## config.mk

```make
export PLATFORM = sky130hd
export DESIGN_NAME = dual_bank_dram_ctrl
export DESIGN_NICKNAME = d
export VERILOG_FILES = /design/src/rtl/dbd_pkg.sv /design/src/rtl/dbd_refresh_timer.sv /design/src/rtl/dbd_precharge.sv /design/src/rtl/dual_bank_dram_ctrl.sv
export SDC_FILE = /design/constraint.sdc
export NUM_CORES = 1
export LEC_CHECK = 0
export ABC_AREA = 1
export BUFFER_PORTS_ARGS = -buffer_cell sky130_fd_sc_hd__buf_2
export CORE_AREA = 10 10 88 67
export CTS_CLUSTER_DIAMETER = 50
export DETAILED_ROUTE_END_ITERATION = 12
export DIE_AREA = 0 0 98 77
export HOLD_SLACK_MARGIN = 0.05
export SETUP_SLACK_MARGIN = 0.4
export SYNTH_ARGS = -nofsm -noshare
export SYNTH_HDL_FRONTEND = slang
export SYNTH_SLANG_ARGS = --single-unit
```

## constraint.sdc

```tcl
create_clock -name clk_i -period 4.32 [get_ports clk_i]
set_clock_uncertainty 0.1 [all_clocks]
set_input_delay 0.864 -clock clk_i [delete_from_list [all_inputs] [get_ports clk_i]]
set_output_delay 0.864 -clock clk_i [all_outputs]
set_load 0.005 [all_outputs]
```

## src/rtl/dbd_pkg.sv

```systemverilog
package dbd_pkg;
  localparam int unsigned NUM_BANKS = 2;
  localparam int unsigned LANES     = 4;

  typedef enum logic [2:0] {
    ST_IDLE,
    ST_ROW,
    ST_COL,
    ST_DATA,
    ST_RF_CAS,
    ST_RF_RAS
  } dbd_state_e;
endpackage

```

## src/rtl/dbd_refresh_timer.sv

```systemverilog
module dbd_refresh_timer #(
  parameter int unsigned RF_PERIOD = 64
) (
  input  logic clk_i,
  input  logic rst_ni,
  input  logic grant_i,
  output logic pend_o
);
  localparam int unsigned W = (RF_PERIOD > 2) ? $clog2(RF_PERIOD) : 1;
  localparam logic [W-1:0] RELOAD = W'(RF_PERIOD - 1);

  logic [W-1:0] cnt_q;
  logic         expire;

  assign expire = (cnt_q == '0);

  always_ff @(posedge clk_i or negedge rst_ni) begin
    if (!rst_ni) begin
      cnt_q  <= RELOAD;
      pend_o <= 1'b0;
    end else begin
      cnt_q  <= expire ? RELOAD : cnt_q - 1'b1;
      pend_o <= expire | (pend_o & ~grant_i);
    end
  end

  p_grant_pend_r7: assert property (@(posedge clk_i) disable iff (!rst_ni)
    grant_i |-> pend_o);
endmodule

```

## src/rtl/dbd_precharge.sv

```systemverilog
module dbd_precharge #(
  parameter int unsigned TRP_CYC = 1
) (
  input  logic clk_i,
  input  logic rst_ni,
  input  logic busy_i,
  output logic ready_o
);
  localparam int unsigned W = $clog2(TRP_CYC + 1);
  localparam logic [W-1:0] LOAD = W'(TRP_CYC - 1);
  localparam logic [W-1:0] FULL = W'(TRP_CYC);

  logic [W-1:0] cnt_q;
  logic [W-1:0] hi_cnt_q;

  // cnt_q holds the remaining precharge clocks after the strobe rises
  always_ff @(posedge clk_i or negedge rst_ni) begin
    if (!rst_ni)           cnt_q <= '0;
    else if (busy_i)       cnt_q <= LOAD;
    else if (cnt_q != '0)  cnt_q <= cnt_q - 1'b1;
  end

  assign ready_o = !busy_i && (cnt_q == '0);

  // clocks spent with the strobe high, saturating; used by the check only
  always_ff @(posedge clk_i or negedge rst_ni) begin
    if (!rst_ni)                 hi_cnt_q <= FULL;
    else if (busy_i)             hi_cnt_q <= '0;
    else if (hi_cnt_q != FULL)   hi_cnt_q <= hi_cnt_q + 1'b1;
  end

  p_trp_hold_r6: assert property (@(posedge clk_i) disable iff (!rst_ni)
    $rose(busy_i) |-> (hi_cnt_q >= FULL));
endmodule

```

## src/rtl/dual_bank_dram_ctrl.sv

```systemverilog
module dual_bank_dram_ctrl
  import dbd_pkg::*;
#(
  parameter int unsigned ROW_W      = 8,
  parameter int unsigned COL_W      = 8,
  parameter int unsigned TRP_CYC    = 1,
  parameter int unsigned RF_RAS_CYC = 1,
  parameter int unsigned RF_PERIOD  = 64
) (
  input  logic                                    clk_i,
  input  logic                                    rst_ni,
  input  logic                                    req_i,
  input  logic                                    pipe_i,
  input  logic [ROW_W+COL_W+2:2]                  addr_i,
  input  logic [LANES-1:0]                        be_ni,
  output logic                                    rdy_o,
  output logic [NUM_BANKS-1:0]                    ras_no,
  output logic [NUM_BANKS*LANES-1:0]              cas_no,
  output logic [((ROW_W > COL_W) ? ROW_W : COL_W)-1:0] ma_o
);
  localparam int unsigned MA_W  = (ROW_W > COL_W) ? ROW_W : COL_W;
  localparam int unsigned RFC_W = $clog2(RF_RAS_CYC + 1);
  localparam logic [RFC_W-1:0] RFC_LOAD = RFC_W'(RF_RAS_CYC - 1);

  dbd_state_e           state_q, state_d;
  logic                 bank_q;
  logic [ROW_W-1:0]     row_q;
  logic [COL_W-1:0]     col_q;
  logic [LANES-1:0]     be_q;
  logic [RFC_W-1:0]     rf_cnt_q;
  logic [NUM_BANKS-1:0] pre_rdy;
  logic [NUM_BANKS-1:0] bank_busy;
  logic                 rf_pend, rf_grant, take, in_bank;
  logic                 access_on, rf_on, col_phase;

  assign in_bank  = addr_i[2];
  assign rf_grant = (state_q == ST_IDLE) && rf_pend && (&pre_rdy);

  always_comb begin
    state_d = state_q;
    take    = 1'b0;
    unique case (state_q)
      ST_IDLE: begin
        if (rf_grant) begin
          state_d = ST_RF_CAS;
        end else if (req_i && pre_rdy[in_bank]) begin
          take    = 1'b1;
          state_d = ST_ROW;
        end
      end
      ST_ROW:  state_d = ST_COL;
      ST_COL:  state_d = ST_DATA;
      ST_DATA: begin
        // pipelined next request may start here; refresh forces an idle gap
        if (!rf_pend && pipe_i && req_i && pre_rdy[in_bank]) begin
          take    = 1'b1;
          state_d = ST_ROW;
        end else begin
          state_d = ST_IDLE;
        end
      end
      ST_RF_CAS: state_d = ST_RF_RAS;
      ST_RF_RAS: if (rf_cnt_q == '0) state_d = ST_IDLE;
      default:   state_d = ST_IDLE;
    endcase
  end

  always_ff @(posedge clk_i or negedge rst_ni) begin
    if (!rst_ni) begin
      state_q  <= ST_IDLE;
      bank_q   <= 1'b0;
      row_q    <= '0;
      col_q    <= '0;
      be_q     <= '1;
      rf_cnt_q <= '0;
    end else begin
      state_q <= state_d;
      if (take) begin
        bank_q <= addr_i[2];
        col_q  <= addr_i[COL_W+2:3];
        row_q  <= addr_i[ROW_W+COL_W+2:COL_W+3];
        be_q   <= be_ni;
      end
      if (state_q == ST_RF_CAS)                         rf_cnt_q <= RFC_LOAD;
      else if (state_q == ST_RF_RAS && rf_cnt_q != '0)  rf_cnt_q <= rf_cnt_q - 1'b1;
    end
  end

  assign access_on = state_q inside {ST_ROW, ST_COL, ST_DATA};
  assign rf_on     = state_q inside {ST_RF_CAS, ST_RF_RAS};
  assign col_phase = state_q inside {ST_COL, ST_DATA};

  for (genvar b = 0; b < NUM_BANKS; b++) begin : g_bank
    assign bank_busy[b] = (access_on && bank_q == 1'(b)) || (state_q == ST_RF_RAS);
    assign ras_no[b]    = ~bank_busy[b];
    assign cas_no[b*LANES +: LANES] =
      (state_q == ST_DATA && bank_q == 1'(b)) ? be_q :
      (rf_on ? '0 : '1);

    dbd_precharge #(.TRP_CYC(TRP_CYC)) u_pre (
      .clk_i   (clk_i),
      .rst_ni  (rst_ni),
      .busy_i  (bank_busy[b]),
      .ready_o (pre_rdy[b])
    );
  end

  dbd_refresh_timer #(.RF_PERIOD(RF_PERIOD)) u_rf (
    .clk_i   (clk_i),
    .rst_ni  (rst_ni),
    .grant_i (rf_grant),
    .pend_o  (rf_pend)
  );

  assign rdy_o = (state_q == ST_DATA);
  assign ma_o  = col_phase ? MA_W'(col_q) : MA_W'(row_q);

  p_ras_excl_r4: assert property (@(posedge clk_i) disable iff (!rst_ni)
    !rf_on |-> ($countones(~ras_no) <= 1));

  p_rdy_pulse_r2: assert property (@(posedge clk_i) disable iff (!rst_ni)
    rdy_o |=> !rdy_o);

  p_ma_hold_r2: assert property (@(posedge clk_i) disable iff (!rst_ni)
    rdy_o |-> ($stable(ma_o) && $stable(ras_no)));

  p_rdy_no_rf_r8: assert property (@(posedge clk_i) disable iff (!rst_ni)
    rdy_o |-> (ras_no != '0));

  p_lane_b0_r3: assert property (@(posedge clk_i) disable iff (!rst_ni)
    (rdy_o && !ras_no[0]) |-> (&cas_no[2*LANES-1:LANES]));

  p_lane_b1_r3: assert property (@(posedge clk_i) disable iff (!rst_ni)
    (rdy_o && !ras_no[1]) |-> (&cas_no[LANES-1:0]));

  p_cbr_order_r7: assert property (@(posedge clk_i) disable iff (!rst_ni)
    (ras_no == '0) |-> ($past(cas_no) == '0));
endmodule

```

After elaboration in Yosys (flattened, before gate mapping)
Cells that the tools add are included.
{"block": "word_totals", "elab_cells": 78, "reg_bits": 34, "output_inout_bits": 19, "input_bits": 25}
{"block": "classes", "muxes": 22, "eq_ne": 7, "add_sub_neg": 4, "n_bitwise": 8, "n_reduce_logical": 26, "magnitude_cmp": 1}
{"operator": "$pmux W3 S6", "n": 1}
{"operator": "$logic_and A1 B1 Y1", "n": 13}
{"operator": "$mux W1", "n": 12}
{"operator": "$mux W4", "n": 3}
{"operator": "$mux W3", "n": 3}
{"operator": "$mux W8", "n": 1}
{"operator": "$eq A3 B2 Y1 const B", "n": 2}
{"operator": "$eq A3 B3 Y1 const B", "n": 2}
{"operator": "$logic_not A6 Y1", "n": 1}
{"operator": "$mux W6", "n": 1}
{"operator": "$not A1 Y1", "n": 6}
{"operator": "$reduce_bool A2 Y1", "n": 3}
{"operator": "$sub A6 B1 Y6 const B", "n": 1}
{"operator": "$reduce_and A2 Y1", "n": 2}
{"operator": "$eq A3 B1 Y1 const B", "n": 1}
{"operator": "$logic_not A1 Y1", "n": 3}
{"operator": "$logic_not A3 Y1", "n": 1}
{"operator": "$ne A3 B1 Y1 const B", "n": 1}
{"operator": "$reduce_bool A3 Y1", "n": 1}
{"operator": "$sub A1 B1 Y1 const B", "n": 3}
{"operator": "$logic_or A1 B1 Y1", "n": 2}
{"operator": "$lt A1 B2 Y1 const B", "n": 1}
{"operator": "$ne A2 B2 Y1 const B", "n": 1}
{"operator": "$pmux W1 S2", "n": 1}
{"operator": "2 further kinds", "n": 2}

Longest topological paths before layout
{"block": "logic_depth", "word_depth": 12, "ltp_mapped": 11}

By module
From an unflattened synthesis, not the netlist that was laid out.
{"block": "unflattened", "cells_unflattened": 208, "hier_area_um2": 1729.2}
{"module": "dual_bank_dram_ctrl", "cells_each": 171, "seq_area_each_um2": 630.6, "area_each_um2": 1366.3, "n_inst": 1}
{"module": "dbd_refresh_timer", "cells_each": 35, "seq_area_each_um2": 182.7, "area_each_um2": 355.3, "n_inst": 1}
{"module": "dbd_precharge", "cells_each": 1, "seq_area_each_um2": 0.0, "area_each_um2": 3.8, "n_inst": 2}

Worst setup path after synthesis
Ideal clock, no wire load.
{"block": "synth_path", "path_type": "register to output", "from": "reg state_q[2]", "to": "out ma_o[0] (netlist bit)", "path_stages_with_launch": 4, "arrival_time_ns": 1.037, "setup_slack_ns": 2.319, "required_ns": 3.356, "path_cell_list": "dfrtp_1 inv_2 nand2_1 mux2_2"}
{"block": "synth_between", "elab_chain_len": 3}
{"item": "from (decl)", "line_no": "dual_bank_dram_ctrl.sv:25", "rtl": "dbd_state_e state_q, state_d;"}
{"item": "from (signal assigned)", "line_no": "dual_bank_dram_ctrl.sv:77", "rtl": "state_q <= state_d;"}
{"item": "$eq A3 B2 Y1", "line_no": "dual_bank_dram_ctrl.sv:91", "rtl": "assign col_phase = state_q inside {ST_COL, ST_DATA};"}
{"item": "$reduce_bool A2 Y1 *", "line_no": "dual_bank_dram_ctrl.sv:91"}
{"item": "$mux W8 *", "line_no": "dual_bank_dram_ctrl.sv:116", "rtl": "assign ma_o = col_phase ? MA_W'(col_q) : MA_W'(row_q);"}
{"item": "to (decl)", "line_no": "dual_bank_dram_ctrl.sv:19", "rtl": "output logic [((ROW_W > COL_W) ? ROW_W : COL_W)-1:0] ma_o"}
Mark *: on every way between the ends. The rest lies on a longest branch, timed or not.

Worst setup path after layout
{"block": "layout_path", "from": "reg state_q[2]", "to": "out ma_o[6] (netlist bit)"}
Same word-level chain as after synthesis.

==> flow_summary.toml <==
[floorplan]
die_h_um = 77
initial_core_util_pct = 39.1
fp-row-count = 20
core_area_um2 = 4230
io_pins = 44
die_area_um2 = 7550
dieWidth_um = 98

[pwr]
combPwrFrac_pct = 42.1
p_leak_nw = 1.06
ir_worst_vdd_v = 0.000253
p_seq_share_pct = 37.9
power.density_nw_per_um2 = 639
switchingPower_uw = 478
p_sw_share_pct = 38.0
pwr-share-clk_pct = 19.9
p_int_uw = 782

[clock_network]
cts_num_sinks = 32
cts_buffers = 5
cts_tree = "yes"
clk_latency_ns = 0.28
ctsHoldBuffers = 0
cts_setup_buffers = 0
postCtsResizedCells = 0
clk_pin_slew_worst_paths_ns = 0.07
cts-root-buf = "clkbuf_8"
cts_buffer_depth = 2
htreeDepth = 2

[placement]
portBuffers = 43
place.gp.congestion = 0.809
dp.cells = 287
hpwl_um = 2860

[flow_run]
cap_violations = 0

[routing]
wire_per_inst_um = 13.2
vias_per_cell = 4.66
wirelength_um = 3890
postRouteAntennaNets = 0
drt_iter0_drc = 104
drc = 0
drtPass1Iterations = 4
vias = 1376

[global_route]
antenna_found_initial = 0
first_global_vias = 1432
grt_max_degree = 33
grt-ovfl-total = 0
grt_pass1_wl_um = 6690
track_usage_pct = 10.7

[timing]
final.period_utilization_pct = 59.2
fmax_ghz = 0.391
slew_viol_final = 0
whs_ns = 0.360
fin_tns_setup_ns = 0
rsz0062_at_grt = "false"
setup_viol = 0
tightest_slew_ns = 0.707
hold_viol_final = 0
finalCriticalPeriod_ns = 2.56
slew-limit-headroom_pct = 52.8

[yosys]
synth-main-ff-cell = "dfrtp_1"
syn_inst = 197
async_flop_share_pct = 100
synth_cell_types = 24
synth_common_cells = "nand2_1 (59), nand3_1 (30), dfrtp_1 (22), inv_1 (22), o21ai_0 (11)"
syn_area_um2 = 1650
synth_edf_count = 0
syn_nets = 224
syn_avg_cell_area_um2 = 8.38
synth_top_area_share_pct = 33.3
yosysSeqAreaShare_pct = 49.2
yosysMostFrequentCell = "nand2_1"
synth_area_leader_cell = "dfrtp_1"
synthTopCellsByArea = "dfrtp_1 (33%), dfstp_2 (16%), nand2_1 (13%)"
synth-seq-cells = 32
yosysWarningCount = 0

[finish]
antenna_cells = 0
layout.nets = 266
layout-drive-gt1-share_pct = 32.5
fin_cells = 295
synthToLayoutAreaGrowth_pct = 19.5

[worst_hold_path]
hp-class = "reg2reg"

[setup_path]
path_buf_inv = 2
slowest_stage = "dfrtp_1"
worstPathRequired_ns = 3.36
worstSetupStartpointType = "flip-flop"
critPathMaxStageDelay_ns = 0.42
critical_path.top_delay_family = "flip-flops"
worstPathMaxFanout = 8
arrival_ns = 1.60
worstPathCellList = "inv_2, nand2_1, mux2_2, buf_2"
path_class = "reg2out"
worst_setup_path_end_kind = "output pin"

[status]
outcome = "complete, no violations"
## final cells by class
class                      instances  area (µm²)
inverter                          25        93.8
tap                               55        68.8
fill                             445        2260
sequential                        32         813
multi-input combinational        132         682
timing repair buffer              43         215
clock buffer                       8         100
## power groups by stage
stage | Clock, mW | Combinational [mW] | Sequential (mW)
after floorplan | 0 | 0.411 | 0.462
after global placement | 0 | 0.531 | 0.483
after detailed placement | 0 | 0.547 | 0.480
after CTS | 0.260 | 0.545 | 0.478
after global routing | 0.275 | 0.615 | 0.491
final | 0.251 | 0.531 | 0.478
## layer usage
layer / up-vias / GRT usage (%) / wire length, µm
met1: 616 / 13.3 / 1930
met2: 37 / 15.7 / 1590
met4: 0 / 4.35 / 66
li1: 716 / - / -
met5: - / 0 / 0
met3: 7 / 4.92 / 304
## state kept, by name, summed over array words and instances (netlist names)
signal       flops
bank_q           1
be_q             4
col_q            8
rf_cnt_q         1
row_q            8
state_q          3
u_rf.cnt_q       6
u_rf.pend_o      1
## worst reg2reg max path, stage by stage, from the launching register on
cell and delay, ns:
dfrtp_1 0.42, inv_1 0.11, nand2_2 0.08, nand3_1 0.07, nand2_1 0.07, nand2_1 0.10
nand3_2 0.11, inv_2 0.32, nand2_4 0.26, nand2_1 0.11, o21ai_0 0.08
## cells by family after synthesis
family          after synthesis  share of synthesized area (%)
simple gates                107                           29.5
buf+inv                      33                           9.47
flops                        32                           49.2
compound gates               15                           4.85
mux                           8                           5.45
fa+ha+maj                     2                           1.51
## metrics by stage
stage | instance area [µm²] | setup WS, ns | power (mW) | util (%)
after global placement | 1870 | 2.05 | 1.01 | 44.3
after CTS | 1970 | 1.73 | 1.28 | 46.7
final | 1970 | 1.76 | 1.26 | 46.7
after global routing | 1970 | 1.65 | 1.38 | 46.7
after floorplan | 1650 | 2.32 | 0.874 | -
after detailed placement | 1870 | 2.04 | 1.03 | 44.3
## worst paths after layout
check | startpoint | end | slack [ns] | cells past startpoint
min | be_q[3]$_DFFE_PN1P_ | be_q[3]$_DFFE_PN1P_ | 0.36 | 2
max | state_q[2]$_DFFE_PN0P_ | ma_o[6] | 1.76 | 4
min in group asynchronous | rst_ni | bank_q$_DFFE_PN0P_ | 0.52 | 1
max in group asynchronous | rst_ni | col_q[7]$_DFFE_PN0P_ | 3.13 | 1
max reg2reg | state_q[0]$_DFFE_PN0P_ | bank_q$_DFFE_PN0P_ | 2.37 | 10
min reg2reg | be_q[3]$_DFFE_PN1P_ | be_q[3]$_DFFE_PN1P_ | 0.36 | 2
## layout by cell type (no fill, tap or decap)
cell / synthesis / routed
nand2_2: 1 / 1
nor3_1: 3 / 3
mux2_2: 8 / 8
inv_2: 3 / 3
inv_1: 22 / 22
nor2_1: 6 / 6
nand3_2: 2 / 2
o21bai_1: 1 / 1
nand2_1: 59 / 59
nand2_4: 1 / 1
dfstp_2: 10 / 10
a21oi_1: 2 / 2
buf_2: 2 / 43
or2_2: 1 / 1
nor3b_2: 1 / 1
clkbuf_8: 0 / 7
clkbuf_1: 0 / 1
o31ai_1: 1 / 1
nand4_1: 2 / 2
dfrtp_1: 22 / 22
nand3_1: 30 / 30
or2_4: 1 / 1
ha_1: 2 / 2
o21ai_0: 11 / 11
Power figures use the tool's default switching activity.
